$ cat src/rtl/prb_pkg.sv
package prb_pkg;
  localparam int unsigned DATA_W = 32;
  localparam int unsigned PRI_KEY_IDX = 0;  // byte offset 0x00
  localparam int unsigned SEC_KEY_IDX = 4;  // byte offset 0x10
  typedef logic [DATA_W-1:0] word_t;
endpackage

$ cat src/rtl/prb_decode.sv
module prb_decode #(
  parameter int unsigned ADDR_W   = 8,
  parameter int unsigned NUM_REGS = 16,
  localparam int unsigned IDX_W   = ADDR_W - 2
) (
  input  logic [ADDR_W-1:0] offset_i,
  output logic [IDX_W-1:0]  idx_o,
  output logic              in_range_o,
  output logic              hit_pri_o,
  output logic              hit_sec_o
);
  assign idx_o      = offset_i[ADDR_W-1:2];
  assign in_range_o = 32'(idx_o) < NUM_REGS;
  assign hit_pri_o  = 32'(idx_o) == prb_pkg::PRI_KEY_IDX;
  assign hit_sec_o  = 32'(idx_o) == prb_pkg::SEC_KEY_IDX;
endmodule

$ cat src/rtl/prb_keys.sv
module prb_keys (
  input  logic clk_i,
  input  logic rst_ni,
  input  logic wr_pri_i,
  input  logic wr_sec_i,
  input  logic match_i,
  output logic pri_o,
  output logic sec_o,
  output logic unlocked_o
);
  always_ff @(posedge clk_i or negedge rst_ni) begin
    if (!rst_ni) begin
      pri_o <= 1'b0;
      sec_o <= 1'b0;
    end else if (wr_pri_i) begin
      pri_o <= match_i;
      sec_o <= match_i;
    end else if (wr_sec_i) begin
      sec_o <= match_i;
    end
  end

  assign unlocked_o = pri_o & sec_o;

  assert_pri_sets_both_R2: assert property (@(posedge clk_i) disable iff (!rst_ni)
    wr_pri_i |=> (pri_o == $past(match_i)) && (sec_o == $past(match_i)));
  assert_sec_only_R3: assert property (@(posedge clk_i) disable iff (!rst_ni)
    (wr_sec_i && !wr_pri_i) |=> (sec_o == $past(match_i)) && $stable(pri_o));
  assert_flags_hold_R9: assert property (@(posedge clk_i) disable iff (!rst_ni)
    (!wr_pri_i && !wr_sec_i) |=> $stable(pri_o) && $stable(sec_o));
endmodule

$ cat src/rtl/prb_words.sv
module prb_words #(
  parameter int unsigned           NUM_REGS = 16,
  parameter int unsigned           IDX_W    = 6,
  parameter prb_pkg::word_t        RST_BASE = 32'hA5A5_0000
) (
  input  logic                 clk_i,
  input  logic                 rst_ni,
  input  logic                 we_i,
  input  logic [IDX_W-1:0]     wr_idx_i,
  input  prb_pkg::word_t       wdata_i,
  input  logic [IDX_W-1:0]     rd_idx_i,
  output prb_pkg::word_t       rd_word_o
);
  prb_pkg::word_t mem [NUM_REGS];

  for (genvar i = 0; i < NUM_REGS; i++) begin : g_word
    localparam prb_pkg::word_t RST_VAL = RST_BASE + prb_pkg::word_t'(i);
    always_ff @(posedge clk_i or negedge rst_ni) begin
      if (!rst_ni)                                   mem[i] <= RST_VAL;
      else if (we_i && 32'(wr_idx_i) == i)           mem[i] <= wdata_i;
    end

    assert_word_hold_R4: assert property (@(posedge clk_i) disable iff (!rst_ni)
      !(we_i && 32'(wr_idx_i) == i) |=> $stable(mem[i]));
  end

  always_comb begin
    rd_word_o = '0;
    for (int i = 0; i < NUM_REGS; i++)
      if (32'(rd_idx_i) == i) rd_word_o = mem[i];
  end
endmodule

$ cat src/rtl/prot_regbank.sv
module prot_regbank #(
  parameter int unsigned    ADDR_W     = 8,
  parameter int unsigned    NUM_REGS   = 16,
  parameter prb_pkg::word_t UNLOCK_KEY = 32'h1688A8A8,
  parameter prb_pkg::word_t RST_BASE   = 32'hA5A5_0000
) (
  input  logic              clk_i,
  input  logic              rst_ni,
  input  logic              wr_en_i,
  input  logic              rd_en_i,
  input  logic [ADDR_W-1:0] offset_i,
  input  logic [31:0]       wdata_i,
  output logic [31:0]       rdata_o,
  output logic              err_o
);
  localparam int unsigned IDX_W = ADDR_W - 2;

  logic [IDX_W-1:0] idx;
  logic in_range, hit_pri, hit_sec, hit_key;
  logic key_pri, key_sec, unlocked;
  logic word_we, err_d;
  prb_pkg::word_t rd_word;

  prb_decode #(.ADDR_W(ADDR_W), .NUM_REGS(NUM_REGS)) u_dec (
    .offset_i(offset_i), .idx_o(idx), .in_range_o(in_range),
    .hit_pri_o(hit_pri), .hit_sec_o(hit_sec)
  );

  assign hit_key = in_range & (hit_pri | hit_sec);

  prb_keys u_keys (
    .clk_i(clk_i), .rst_ni(rst_ni),
    .wr_pri_i(wr_en_i & in_range & hit_pri),
    .wr_sec_i(wr_en_i & in_range & hit_sec),
    .match_i(wdata_i == UNLOCK_KEY),
    .pri_o(key_pri), .sec_o(key_sec), .unlocked_o(unlocked)
  );

  assign word_we = wr_en_i & in_range & ~hit_key & unlocked;
  assign err_d   = wr_en_i & (~in_range | (~hit_key & ~unlocked));

  prb_words #(.NUM_REGS(NUM_REGS), .IDX_W(IDX_W), .RST_BASE(RST_BASE)) u_words (
    .clk_i(clk_i), .rst_ni(rst_ni), .we_i(word_we), .wr_idx_i(idx),
    .wdata_i(wdata_i), .rd_idx_i(idx), .rd_word_o(rd_word)
  );

  always_ff @(posedge clk_i or negedge rst_ni) begin
    if (!rst_ni) begin
      err_o   <= 1'b0;
      rdata_o <= '0;
    end else begin
      err_o <= err_d;
      if (rd_en_i) begin
        if (!in_range)    rdata_o <= '0;
        else if (hit_pri) rdata_o <= {31'b0, key_pri};
        else if (hit_sec) rdata_o <= {31'b0, key_sec};
        else              rdata_o <= rd_word;
      end
    end
  end

  initial assert (NUM_REGS > prb_pkg::SEC_KEY_IDX && NUM_REGS <= (1 << IDX_W));

  assert_lock_drop_R4: assert property (@(posedge clk_i) disable iff (!rst_ni)
    (wr_en_i && in_range && !hit_pri && !hit_sec && !(key_pri && key_sec)) |=> err_o);
  assert_open_write_R5: assert property (@(posedge clk_i) disable iff (!rst_ni)
    (wr_en_i && in_range && key_pri && key_sec) |=> !err_o);
  assert_range_err_R6: assert property (@(posedge clk_i) disable iff (!rst_ni)
    (wr_en_i && !in_range) |=> err_o);
  assert_err_cause_R8: assert property (@(posedge clk_i) disable iff (!rst_ni)
    err_o |-> $past(wr_en_i));
  assert_key_read_R7: assert property (@(posedge clk_i) disable iff (!rst_ni)
    (rd_en_i && !wr_en_i && hit_pri) |=> rdata_o == {31'b0, $past(key_pri)});
endmodule

$ cat config.mk
export PLATFORM = sky130hd
export DESIGN_NAME = prot_regbank
export DESIGN_NICKNAME = d
export VERILOG_FILES = /design/src/rtl/prb_pkg.sv /design/src/rtl/prb_decode.sv /design/src/rtl/prb_keys.sv /design/src/rtl/prb_words.sv /design/src/rtl/prot_regbank.sv
export SDC_FILE = /design/constraint.sdc
export NUM_CORES = 1
export LEC_CHECK = 0
export CORE_ASPECT_RATIO = 1.4
export CORE_MARGIN = 2
export CORE_UTILIZATION = 50
export CTS_BUF_LIST = sky130_fd_sc_hd__clkbuf_8
export DETAILED_ROUTE_END_ITERATION = 7
export GPL_ROUTABILITY_DRIVEN = 0
export PLACE_DENSITY = 0.67
export SYNTH_ARGS = -nofsm -noshare
export SYNTH_HDL_FRONTEND = slang
export SYNTH_HIERARCHICAL = 1
export SYNTH_SLANG_ARGS = --single-unit
$ cat constraint.sdc
create_clock -name clk_i -period 2.3 [get_ports clk_i]
set_input_delay 0.23 -clock clk_i [delete_from_list [all_inputs] [get_ports clk_i]]
set_output_delay 0.23 -clock clk_i [all_outputs]
set_load 0.02 [all_outputs]
### Word level (Yosys, flattened, before mapping)

Cells that the tools add are included.

| word-level totals | value |
|---|---|
| word-level logic and storage cells | 84 |
| bits in writable memories | 0 |
| flip-flop bits (word level) | 483 |
| output and inout bits | 33 |
| latch bits | 0 |
| memories | 0 |
| ROM bits | 0 |

| operators by class | value |
|---|---|
| mux-type cells | 19 |
| $lt $le $gt $ge | 1 |
| bitwise operators | 14 |
| multiply operators | 0 |
| equal/unequal tests | 16 |
| $add $sub $neg | 0 |
| shift-type cells | 0 |
| reduce and logical (&&, ||, !) cells | 16 |
| divide/modulo/power cells | 0 |

Operators with widths:

| kind | number |
|---|---|
| two-way mux 32 bit | 17 |
| == test 6 x 4 -> 1 bit, second input constant | 8 |
| == test 32 x 29 -> 1 bit, second input constant | 1 |
| == test 6 x 3 -> 1 bit, second input constant | 4 |
| logical AND 1 bit | 14 |
| == test 6 x 2 -> 1 bit, second input constant | 2 |
| bitwise AND 1 bit | 9 |
| == test 6 x 1 -> 1 bit, second input constant | 1 |
| zero test 6 bit | 1 |
| < comparator 6 x 5 -> 1 bit, second input constant | 1 |
| NOT 1 bit | 3 |
| two-way mux 1 bit | 2 |
| bitwise OR 1 bit | 2 |
| nonzero test 2 bit | 1 |

### Logic depth before layout (Yosys ltp)

Gate-level depths: netlist of the first run.

| depth | value |
|---|---|
| depth in word-level cells | 18 |
| gate-level depth with buffers | 12 |
| gate-level depth less buffers | 8 |

### Modules after synthesis

Netlist of the first run, hierarchy kept.

Modules (own cells, without submodules):

| module | cells an instance | area an instance (sq um) | instances |
|---|---|---|---|
| prb_words | 1866 | 24403.4 | 1 |
| prot_regbank | 95 | 1366.3 | 1 |
| prb_keys | 6 | 82.6 | 1 |
| prb_decode | 10 | 77.6 | 1 |

### Least setup slack after synthesis of the first run

No wires, ideal clock.

| timing | value |
|---|---|
| path kind | input -> register |
| start point | in offset_i[7] |
| end point | reg u_words/mem[416] in the netlist's numbering |
| path slack | -0.456 ns |
| required time | 2.175 ns |
| data arrival time | 2.631 ns |
| cell stages on the path | 8 |
| path buffers | 1 |
| cell sequence | or4_4 nor3_1 nor2_1 and4_2 nor3b_1 nand4b_1 clkbuf_1 mux2_2 |

| between the ends | value |
|---|---|
| cells in the longest elaborated chain, start to end | 7 |
| elaborated cells on any way between the ends | 11 |
| classes of those cells | order compare: 1; eq/ne: 2; bitwise: 6; reduce/logical: 2 |

Ends and longest elaborated chain:

| element | RTL line | RTL |
|---|---|---|
| start, declared | prot_regbank.sv:11 | `input logic [ADDR_W-1:0] offset_i,` |
| zero test 6 bit | prb_decode.sv:14 | `assign hit_pri_o = 32'(idx_o) == prb_pkg::PRI_KEY_IDX;` |
| net hit_pri | prot_regbank.sv:19 | `logic in_range, hit_pri, hit_sec, hit_key;` |
| bitwise OR 1 bit | prot_regbank.sv:29 | `assign hit_key = in_range & (hit_pri \| hit_sec);` |
| bitwise AND 1 bit | prot_regbank.sv:29 |  |
| NOT 1 bit | prot_regbank.sv:39 | `assign word_we = wr_en_i & in_range & ~hit_key & unlocked;` |
| bitwise AND 1 bit (2 in a row) | prot_regbank.sv:39 |  |
| net word_we | prot_regbank.sv:21 | `logic word_we, err_d;` |
| logical AND 1 bit | prb_words.sv:20 | `else if (we_i && 32'(wr_idx_i) == i) mem[i] <= wdata_i;` |
| end signal, assigned by index | prb_words.sv:20 |  |
| end, declared | prb_words.sv:14 | `prb_pkg::word_t mem [NUM_REGS];` |

The timed path passes the listed nets, and every way through them passes these cells.
A chain may end at the register's enable or synchronous reset.

### Worst setup path after layout of the first run

| timing | value |
|---|---|
| start point | in offset_i[7] |
| end point | reg rdata_o[30] |

| between the ends | value |
|---|---|
| cells in the longest elaborated chain, start to end | 18 |
| elaborated cells on any way between the ends | 34 |
| classes of those cells | order compare: 1; eq/ne: 15; mux: 17; reduce/logical: 1 |

Ends and longest elaborated chain:

| element | RTL line | RTL |
|---|---|---|
| == test 6 x 1 -> 1 bit | prb_words.sv:30 | `if (32'(rd_idx_i) == i) rd_word_o = mem[i];` |
| two-way mux 32 bit (13 in a row) | prb_words.sv:30 |  |
| two-way mux 32 bit * | prb_words.sv:30 |  |
| net rd_word[30] | prot_regbank.sv:22 | `prb_pkg::word_t rd_word;` |
| two-way mux 32 bit * | prot_regbank.sv:56 | `else if (hit_sec) rdata_o <= {31'b0, key_sec};` |
| two-way mux 32 bit * | prot_regbank.sv:55 | `else if (hit_pri) rdata_o <= {31'b0, key_pri};` |
| two-way mux 32 bit * | prot_regbank.sv:54 | `if (!in_range) rdata_o <= '0;` |
| end signal, assigned | prot_regbank.sv:55 |  |
| end signal, assigned | prot_regbank.sv:56 |  |
| end signal, assigned | prot_regbank.sv:57 | `else rdata_o <= rd_word;` |
| end, declared | prot_regbank.sv:13 | `output logic [31:0] rdata_o,` |

Mark *: on every way through the listed nets, which the timed path passes. The rest lies on a longest branch.

==> qor.txt, run 1 <==
status: finished, final reports clean
pin count of the biggest net entering global routing: 67
Net Sw Frac: 24.8%
initial antenna violation count: 1
warnings from Yosys: 6
number of different library cells in the post-synthesis netlist: 84
logic gate share of total power: 7.4%
Int Pwr: 14.8 mW
core area: 51100 um^2
final period utilization: 98.7%
Post-Syn Area: 25900 um^2
Fin Clk Skew: 0.0214 ns
vias in the first global route: 20600
routed length per instance: 29.4 um
die height: 273 um
share of the synthesized area in the top cell type: 37.3%
Fill cells: 3836
clk sinks: 547
Longest Clk Path Bufs: 3
HPWL after DPL: 62200 um
most common cell after layout, fill and taps aside: mux2_2
Fmax achieved: 0.440 GHz
first-pass GRT wire length: 132000 um
ANT nets after route: 0
IO buf count: 74
GRT Total Usage: 33.5%
Detailed Route Iter0 Violations: 1629
Max Fanout on Critical Path: 11
Max VDD drop: 0.401 mV
clk_lat worst skew: 0.66 ns
Syn Area/Cell: 13.1 um^2
DR pass1 iterations: 5
Pwr Density: 609 nW/um^2
H-tree Lvls: 3
Final Hold Fails: 0
syn nets: 2021
ratio of cells with drive above 1 in the final layout: 54.0%
Root Buffer: clkbuf_8
crit end category: register
CP startpoint kind: input pin
Worst-Margin Slew: 0.710 ns
Cells after Synth: 1977
Crit Path Class: in -> reg
flops & latches, synth: 547
CTS buffer count: 83
TritonCTS clock tree: built
Final Slew Violations: 0
Area Overhead vs Synth: 24.4%
area leader, netlist: dfrtp_1
Slew HR: 52.6%
Reg clk slew, reported paths: 0.06 ns
die area: 53700 um^2
R2R Path Start: u_keys/sec_o
# DRC: 0
DR vias: 19400
FP Rows: 98
Leak: 15.2 nW
Remaining Overflow, GRT: 0
total power: 19.7 mW
Fin Setup TNS: 0 ns
final setup violation count: 0
Post-synth EDFFs: 0
Vias/cell: 6.38
register area share after synthesis: 53.6%
hold crit path type: in -> async
max_cap viols: 0
Final Hold Slack: 0.147 ns
Flop pwr share: 49.1%
Primary FF master, synth: dfrtp_1
R2R Setup Slk: 0.08 ns
Post-synth ARST share: 100%
Die Wd: 196 um
crit path time final: 2.27 ns
initial core utilization: 50.7%
Clock power frac: 43.6%
final wirelength: 89200 um
CP Data Required Time: 2.90 ns
most area-consuming cells after synthesis: dfrtp_1 37%, mux2_2 23%, dfstp_2 16%
most frequent cells in the layout: 515 x mux2_2, 387 x dfrtp_1, 285 x buf_4
worst path arrival time: 2.87 ns
fin nets: 2358
R2R depth: 8
worst r2r dst: u_words/mem[109]
Ports: 77
switching power: 4.88 mW
logic make-up after synthesis:
family / synth area share [%]
AOI/OAI and AO/OA: 10.2
buffers and inverters: 3.37
DFF: 53.6
muxes: 27.4
and+or+nand+nor: 5.43
synthesized netlist by cell type (7+ instances only):
library cell and instances:
a221o_1 10, a22oi_1 25, o211ai_1 7, mux2_2 539, mux2i_1 46, clkbuf_1 87, dfrtp_1 387, mux4_2 25
a211oi_1 13, nand2_1 79, a31oi_1 16, nand2b_1 7, o21ai_0 49, a211o_1 7, dfstp_2 160, a21o_1 8
nor2b_1 7, o22ai_1 34, buf_4 19, a22o_1 17, a221oi_1 9, a22o_2 26, nand3_1 12, and3_1 21
a21oi_1 79, a2111oi_0 8, nor3_1 21, nor2_1 59, buf_2 62
worst max path at each step:
stage,startpoint,end,slack [ns],depth (start not counted)
2_1_floorplan,offset_i[2],u_words/mem[416],-0.03,8
3_3_place_gp,offset_i[6],rdata_o[5],-0.78,10
3_5_place_dp,offset_i[6],rdata_o[5],-0.84,10
4_1_cts,offset_i[6],rdata_o[30],0.002,10
5_1_grt,offset_i[7],rdata_o[27],-0.03,12
6_report,offset_i[7],rdata_o[30],0.03,12
metal layers:
metal | global-route usage [%] | up-vias | wire length [um] | part of all wire, %
met3 | 6.09 | 358 | 5720 | 6.4
met1 | 40.5 | 10100 | 34100 | 38
li1 | - | 8077 | - | -
met5 | 0 | - | 0 | 0
met4 | 21.8 | 0 | 6320 | 7.1
met2 | 55.3 | 890 | 43000 | 48
flip-flops by register name, summed over array words and instances (netlist names):
register,count
u_keys/sec_o,1
u_keys/pri_o,1
u_words/mem,512
rdata_o,32
err_o,1
cell type report:
cell class | count | area [um^2] | area share, %
clock inverter | 46 | 284 | 0.880
clock buffer | 110 | 1510 | 4.69
antenna | 1 | 2.50 | 0.00775
inverter | 6 | 22.5 | 0.0698
tap | 650 | 813 | 2.52
sequential | 547 | 13900 | 43.0
multi-input combinational | 1247 | 11500 | 35.6
timing repair buffer | 429 | 4260 | 13.2
timing repair:
action | in CTS | in global routing
pin swaps | 2 | 6
buffers inserted | 3 | 3
gates resized for setup | 7 | 12
hold buffers | 1 | 0
endpoints found under the setup margin | 8 | 298
hold endpoints to repair | 46 | 0
metrics by stage:
| step | cell area, um^2 | util (%) | worst slack (ns) | instances |
|---|---|---|---|---|
| 5_1_grt | 32300 | 63.1 | -0.0250 | 3036 |
| 3_3_place_gp | 30300 | 59.3 | -0.775 | 2872 |
| 2_1_floorplan | 26100 | - | -0.0343 | 1977 |
| 3_5_place_dp | 30300 | 59.3 | -0.837 | 2872 |
| 4_1_cts | 32200 | 62.9 | 0.00180 | 3032 |
| 6_report | 32300 | 63.1 | 0.0295 | 3036 |
power groups by stage:
stage                     combinational [mW]  clock (mW)  sequential [mW]
after floorplan                        0.475           0             9.83
after global placement                  1.40           0             9.82
after detailed placement                1.41           0             9.82
after CTS                               1.42        8.69             9.65
after global routing                    1.51        9.11             9.65
final                                   1.45        8.57             9.65
worst max-delay path, cell delays in order:
cell	delay (ns)
clkdlybuf4s50_1	0.40
buf_4	0.19
or4b_1	0.53
buf_4	0.20
buf_12	0.17
nor2_2	0.13
buf_4	0.21
buf_4	0.13
a21oi_1	0.06
a21oi_1	0.29
o32a_1	0.20
a22o_2	0.12
Power figures use the tool's default switching activity.
==> inputs of run 2 (changes only) <==
--- a/config.mk
+++ b/config.mk
@@ -11,7 +11,9 @@
 export CTS_BUF_LIST = sky130_fd_sc_hd__clkbuf_8
 export DETAILED_ROUTE_END_ITERATION = 7
 export GPL_ROUTABILITY_DRIVEN = 0
+export HOLD_SLACK_MARGIN = 0.15
 export PLACE_DENSITY = 0.67
+export SLEW_MARGIN = 20
 export SYNTH_ARGS = -nofsm -noshare
 export SYNTH_HDL_FRONTEND = slang
 export SYNTH_HIERARCHICAL = 1
==> constraint.sdc (replaced) <==
create_clock -name clk_i -period 2.5 [get_ports clk_i]
set_input_delay 0.25 -clock clk_i [delete_from_list [all_inputs] [get_ports clk_i]]
set_output_delay 0.25 -clock clk_i [all_outputs]
set_load 0.02 [all_outputs]
==> run 2 against run 1 <==
- sequential share of layout area is 0.73 points higher
- via count is 1.1% lower
- critical path type unchanged
- die area stayed put
- non-clock buffer count is 26 lower
- combinational power is 12% lower
- worst setup slack better by 0.0014 ns
- cell area is 1.7% lower
- sequential cell count stayed put
==> qor.txt, run 2 (synthesis gave the netlist of run 1 again) <==
clk sinks: 547 (unchanged)
Largest register FFs: 512 (unchanged)
setup ws final: 0.0310 ns (+0.00142 ns)
DR pass1 iterations: 5 (unchanged)
Critical Path, Cell by Cell: clkdlybuf4s50_1 > buf_4 > or4b_4 > nor2_4 > o21ai_0 > a31oi_1 > a221oi_1 > buf_4 > a22o_2
IO buf count: 74 (unchanged)
Ports: 77 (unchanged)
ratio of cells with drive above 1 in the final layout: 53.0% (-1.1 points)
Longest Clk Path Bufs: 3 (unchanged)
TritonCTS clock tree: built
final period utilization: 98.8%
FP Rows: 98 (unchanged)
final wirelength: 87000 um (-2.4%)
final setup violation count: 0 (unchanged)
most frequent cells in the layout: 539 x mux2_2, 387 x dfrtp_1, 272 x buf_4
Hold Path Stages: 2
first-pass GRT wire length: 131000 um (-1.2%)
Fmax achieved: 0.405 GHz
hold crit path type: in -> reg
Pwr Density: 565 nW/um^2 (-7.4%)
pin count of the biggest net entering global routing: 72 (+7.5%)
CP Data Required Time: 3.09 ns (+0.19 ns)
crit path launch: offset_i[6]
Fin Clk Skew: 0.0311 ns (+0.00972 ns)
Max Fanout on Critical Path: 11 (unchanged)
initial core utilization: 50.7% (unchanged)
core area: 51100 um^2 (unchanged)
fin nets: 2332 (-1.1%)
Area Overhead vs Synth: 22.4%
Reg clk slew, reported paths: 0.06 ns (about the same)
Vias/cell: 6.38 (-0.13%)
top flop regs: u_words/mem (512), rdata_o (32)
worst path arrival time: 3.06 ns (+0.19 ns)
cell repeated most along the worst path: buf_4
Root Buffer: clkbuf_8
Die Wd: 196 um (unchanged)
Slew HR: 26.2% (-26 points)
Leak: 14.9 nW (-1.9%)
R2R Path Start: u_keys/pri_o
status: finished, final reports clean
H-tree Lvls: 3 (unchanged)
Max VDD drop: 0.298 mV (-26%)
crit end category: register
max_cap viols: 0 (unchanged)
# DRC: 0 (unchanged)
Most flops, register: u_words/mem
RSZ-0062 raised after global routing: false
routed length per instance: 28.9 um (-1.5%)
ANT nets after route: 0 (unchanged)
Final Hold Fails: 0 (unchanged)
vias in the first global route: 20300 (-1.5%)
Detailed Route Iter0 Violations: 1523 (-6.5%)
die height: 273 um (unchanged)
HP Start: rd_en_i
CP startpoint kind: input pin
worst slack at placement: -0.707 ns (+0.129 ns)
Final Hold Slack: 0.255 ns (+0.108 ns)
Crit Path Class: in -> reg
CP max stage delay: 0.86 ns (+0.33 ns)
clk_lat worst skew: 0.68 ns (+0.02 ns)
post-CTS setup buffer count: 0 (-3)
CTS buffer count: 83 (unchanged)
crit path time final: 2.47 ns
Final Slew Violations: 0 (unchanged)
R2R depth: 6 (-2)
Remaining Overflow, GRT: 0 (unchanged)
DR vias: 19200 (-1.1%)
slowest CP cell: o21ai_0
most common cell after layout, fill and taps aside: mux2_2
die area: 53700 um^2 (unchanged)
HPWL after DPL: 61500 um (-1.0%)
GRT Total Usage: 33.0% (-0.50 points)
initial antenna violation count: 2 (+1)
Worst-Margin Slew: 1.09 ns (+0.385 ns)
[run 2: cell types whose count changed in the layout (fill, tap and decap cells not counted), moves of 3 or more]
cell | previous run | this run
mux2_4 | 24 | 0
clkinvlp_4 | 3 | 0
mux2_2 | 515 | 539
buf_12 | 67 | 54
buf_4 | 285 | 272
[run 2: metal layers]
metal / vias up / global-route usage, % / share of wire, %
met3: 304 / 6.04 / 6.7
met1: 9986 / 39.1 / 37
met4: 2 / 21.7 / 7.1
met2: 882 / 55.3 / 49
li1: 8005 / - / -
met5: - / 0 / 0.013
[run 2: area by class of cell]
cell class,count,area (um^2)
fill,3943,19400
sequential,547,13900
multi-input combinational,1247,11300
timing repair buffer,403,3900
clock buffer,108,1490
tap,650,813
clock inverter,46,278
inverter,6,22.5
antenna,1,2.50
[run 2: metrics by stage]
stage	util [%]	instances	power (mW)	area [um^2]	setup TNS, ns
6_report	62.1	3008	17.9	31700	0
5_1_grt	62.1	3008	18.5	31700	0
4_1_cts	62.0	3007	18.0	31700	0
3_5_place_dp	58.5	2850	10.3	29900	-176.35
3_3_place_gp	58.5	2850	10.3	29900	-180.21
2_1_floorplan	-	1977	9.48	26000	0
[run 2: repair_timing]
item	in CTS	in global routing
pin swaps	0	0
gates resized for setup	3	2
hold endpoints to repair	382	0
endpoints found under the setup margin	40	1
hold buffers	3	0
[run 2: final timing paths]
check / end / slack (ns)
hold / removal: rdata_o[0] / 0.26
setup reg to reg: u_words/mem[411] / 0.23
setup / recovery: rdata_o[4] / 0.03
min in group asynchronous: u_words/mem[239] / 0.66
max in group asynchronous: u_words/mem[473] / 0.15
hold reg to reg: u_words/mem[481] / 0.50
[run 2: worst max-delay path, delay by kind of cell]
family,cells,cell delay [ns]
and+or+nand+nor,2,0.32
AOI/OAI and AO/OA,4,1.56
buffers and inverters,3,0.93
[run 2: power by group]
| group | switching [mW] | internal, mW |
|---|---|---|
| Clock | 3.56 | 4.19 |
| Sequential | 0.00660 | 8.88 |
| Combinational | 0.850 | 0.431 |
==> inputs of run 3 (changes only) <==
--- a/config.mk
+++ b/config.mk
@@ -5,7 +5,6 @@
 export SDC_FILE = /design/constraint.sdc
 export NUM_CORES = 1
 export LEC_CHECK = 0
-export CORE_ASPECT_RATIO = 1.4
 export CORE_MARGIN = 2
 export CORE_UTILIZATION = 50
 export CTS_BUF_LIST = sky130_fd_sc_hd__clkbuf_8
==> run 3 against run 2 <==
- sequential cell count stayed put
- worst setup slack better by 0.019 ns
- total power is 2.7% higher
- combinational power hardly changed
- sequential share of layout area is 0.50 points lower
- count of clock-buffer cells in the layout is 4 higher
- fmax is 0.77% higher
- non-clock buffer count is 9 lower
- clock power is 5.9% higher
- global-route usage is 0.48 points lower
- register-to-register slack worse by 0.06 ns
- highest routed layer is now met4
==> qor.txt, run 3 (synthesis gave the netlist of run 1 again) <==
clk sinks: 547 (unchanged)
initial core utilization: 50.5% (-0.17 points)
Critical Path, Cell by Cell: clkdlybuf4s50_1 > buf_4 > nor4b_4 > buf_12 > nand2_1 > buf_4 > o221ai_1 > a31o_1 > a2bb2oi_1 > a22o_2
Max Fanout on Critical Path: 18 (+7)
Slew HR: 35.4% (+9.1 points)
Fin Setup TNS: 0 ns (unchanged)
Max VDD drop: 0.383 mV (+28%)
RSZ-0062 raised after global routing: false
Remaining Overflow, GRT: 0 (unchanged)
CP Data Required Time: 3.07 ns (-0.02 ns)
status: finished, final reports clean
Detailed Route Iter0 Violations: 1709 (+12%)
die area: 53700 um^2 (about the same)
Fill cells: 3889 (-1.4%)
Fin Clk Skew: 0.0329 ns (+0.00177 ns)
slowest CP cell: clkdlybuf4s50_1
worst slack at placement: -0.544 ns (+0.163 ns)
Ports: 77 (unchanged)
cell repeated most along the worst path: buf_4
most frequent cells in the layout: 539 x mux2_2, 387 x dfrtp_1, 243 x buf_4
post-CTS setup buffer count: 0 (unchanged)
core area: 51300 um^2 (+0.33%)
Post-Place Cell Area: 30200 um^2 (+0.81%)
Root Buffer: clkbuf_8
HPWL after DPL: 60100 um (-2.3%)
Vias/cell: 6.34 (-0.53%)
setup ws final: 0.0498 ns (+0.0188 ns)
first-pass GRT wire length: 129000 um (-0.97%)
fin nets: 2331 (-0.043%)
critical path buffer and inverter count: 4 (+1)
Crit Path Class: in -> reg
worst path arrival time: 3.02 ns (-0.04 ns)
Largest register FFs: 512 (unchanged)
ratio of cells with drive above 1 in the final layout: 52.9% (about the same)
vias in the first global route: 19900 (-1.7%)
final wirelength: 86500 um (-0.56%)
crit path time final: 2.45 ns (-0.0188 ns)
Pwr Density: 573 nW/um^2 (+1.6%)
final period utilization: 98.0% (-0.75 points)
Die Wd: 232 um (+18%)
most common cell after layout, fill and taps aside: mux2_2
total power: 18.4 mW (+2.7%)
max_cap viols: 0 (unchanged)
Leak: 15.0 nW (+0.89%)
ANT nets after route: 0 (unchanged)
top flop regs: u_words/mem (512), rdata_o (32)
Worst-Margin Slew: 0.965 ns (-0.130 ns)
Fmax achieved: 0.408 GHz (+0.77%)
crit end category: register
Reg clk slew, reported paths: 0.06 ns (about the same)
DR vias: 19300 (+0.59%)
final setup violation count: 0 (unchanged)
Final Hold Slack: 0.284 ns (+0.0287 ns)
die height: 232 um (-15%)
Area Overhead vs Synth: 23.8%
Longest Clk Path Bufs: 3 (unchanged)
initial antenna violation count: 1 (-1)
CP startpoint kind: input pin
non-filler cells, final: 3042 (+1.1%)
Crit path max-delay family: buffers and inverters
pin count of the biggest net entering global routing: 86 (+19%)
clk_lat worst skew: 0.69 ns (about the same)
TritonCTS clock tree: built
hold crit path type: in -> async
CTS buffer count: 91 (+9.6%)
H-tree Lvls: 3 (unchanged)
Most flops, register: u_words/mem
Final Slew Violations: 0 (unchanged)
Final Hold Fails: 0 (unchanged)
# DRC: 0 (unchanged)
FP Rows: 83 (-15%)
DR pass1 iterations: 6 (+1)
Inst Count DP: 2872 (+0.77%)
final core occ: 62.6% (+0.50 points)
CP max stage delay: 0.57 ns (-0.29 ns)
Finished Cell Area: 32100 um^2 (+1.1%)
routed length per instance: 28.5 um (-1.7%)
IO buf count: 74 (unchanged)
GRT Total Usage: 32.5% (-0.48 points)
==> run 3: path summary, 6_finish.rpt <==
check	start	end	slack [ns]	cells after the start
setup / recovery	offset_i[5]	rdata_o[25]	0.05	10
hold / removal	rst_ni	u_words/mem[195]	0.28	2
setup reg to reg	u_keys/sec_o	u_words/mem[428]	0.17	6
hold reg to reg	u_words/mem[305]	u_words/mem[305]	0.50	1
max in group asynchronous	rst_ni	u_words/mem[289]	1.62	4
min in group clk_i	wdata_i[3]	u_words/mem[195]	0.30	2
==> run 3: layout make-up <==
class                           instances  area, um^2  area share (%)
Inverter                                6        22.5          0.0702
Sequential cell                       547       13900            43.3
Tap cell                              680         851            2.65
Multi-Input combinational cell       1247       11300            35.3
Clock buffer                          112        1540            4.80
Clock inverter                         55         362            1.13
Timing Repair Buffer                  394        4100            12.8
Antenna cell                            1        2.50         0.00780
==> run 3: power by group <==
part / switching, mW / internal [mW] / leakage [nW] / total [mW]
clock network: 3.65 / 4.56 / 1.12 / 8.21
registers: 0.00692 / 8.88 / 7.05 / 8.88
logic: 0.858 / 0.451 / 6.84 / 1.31
total: 4.51 / 13.9 / 15.0 / 18.4
==> run 3: per-layer routing <==
layer / vias up / track usage, % / part of all wire (%)
met3: 231 / 6.85 / 8.0
met4: 0 / 15.7 / 4.6
li1: 8034 / - / -
met2: 935 / 51.6 / 47
met5: - / 0 / 0
met1: 10100 / 42.7 / 40
==> run 3: timing repair <==
action | in CTS | in global routing
endpoints found under the hold margin | 270 | 0
hold buffers | 2 | 0
setup endpoints to repair | 0 | 1
gates resized for setup | 0 | 1
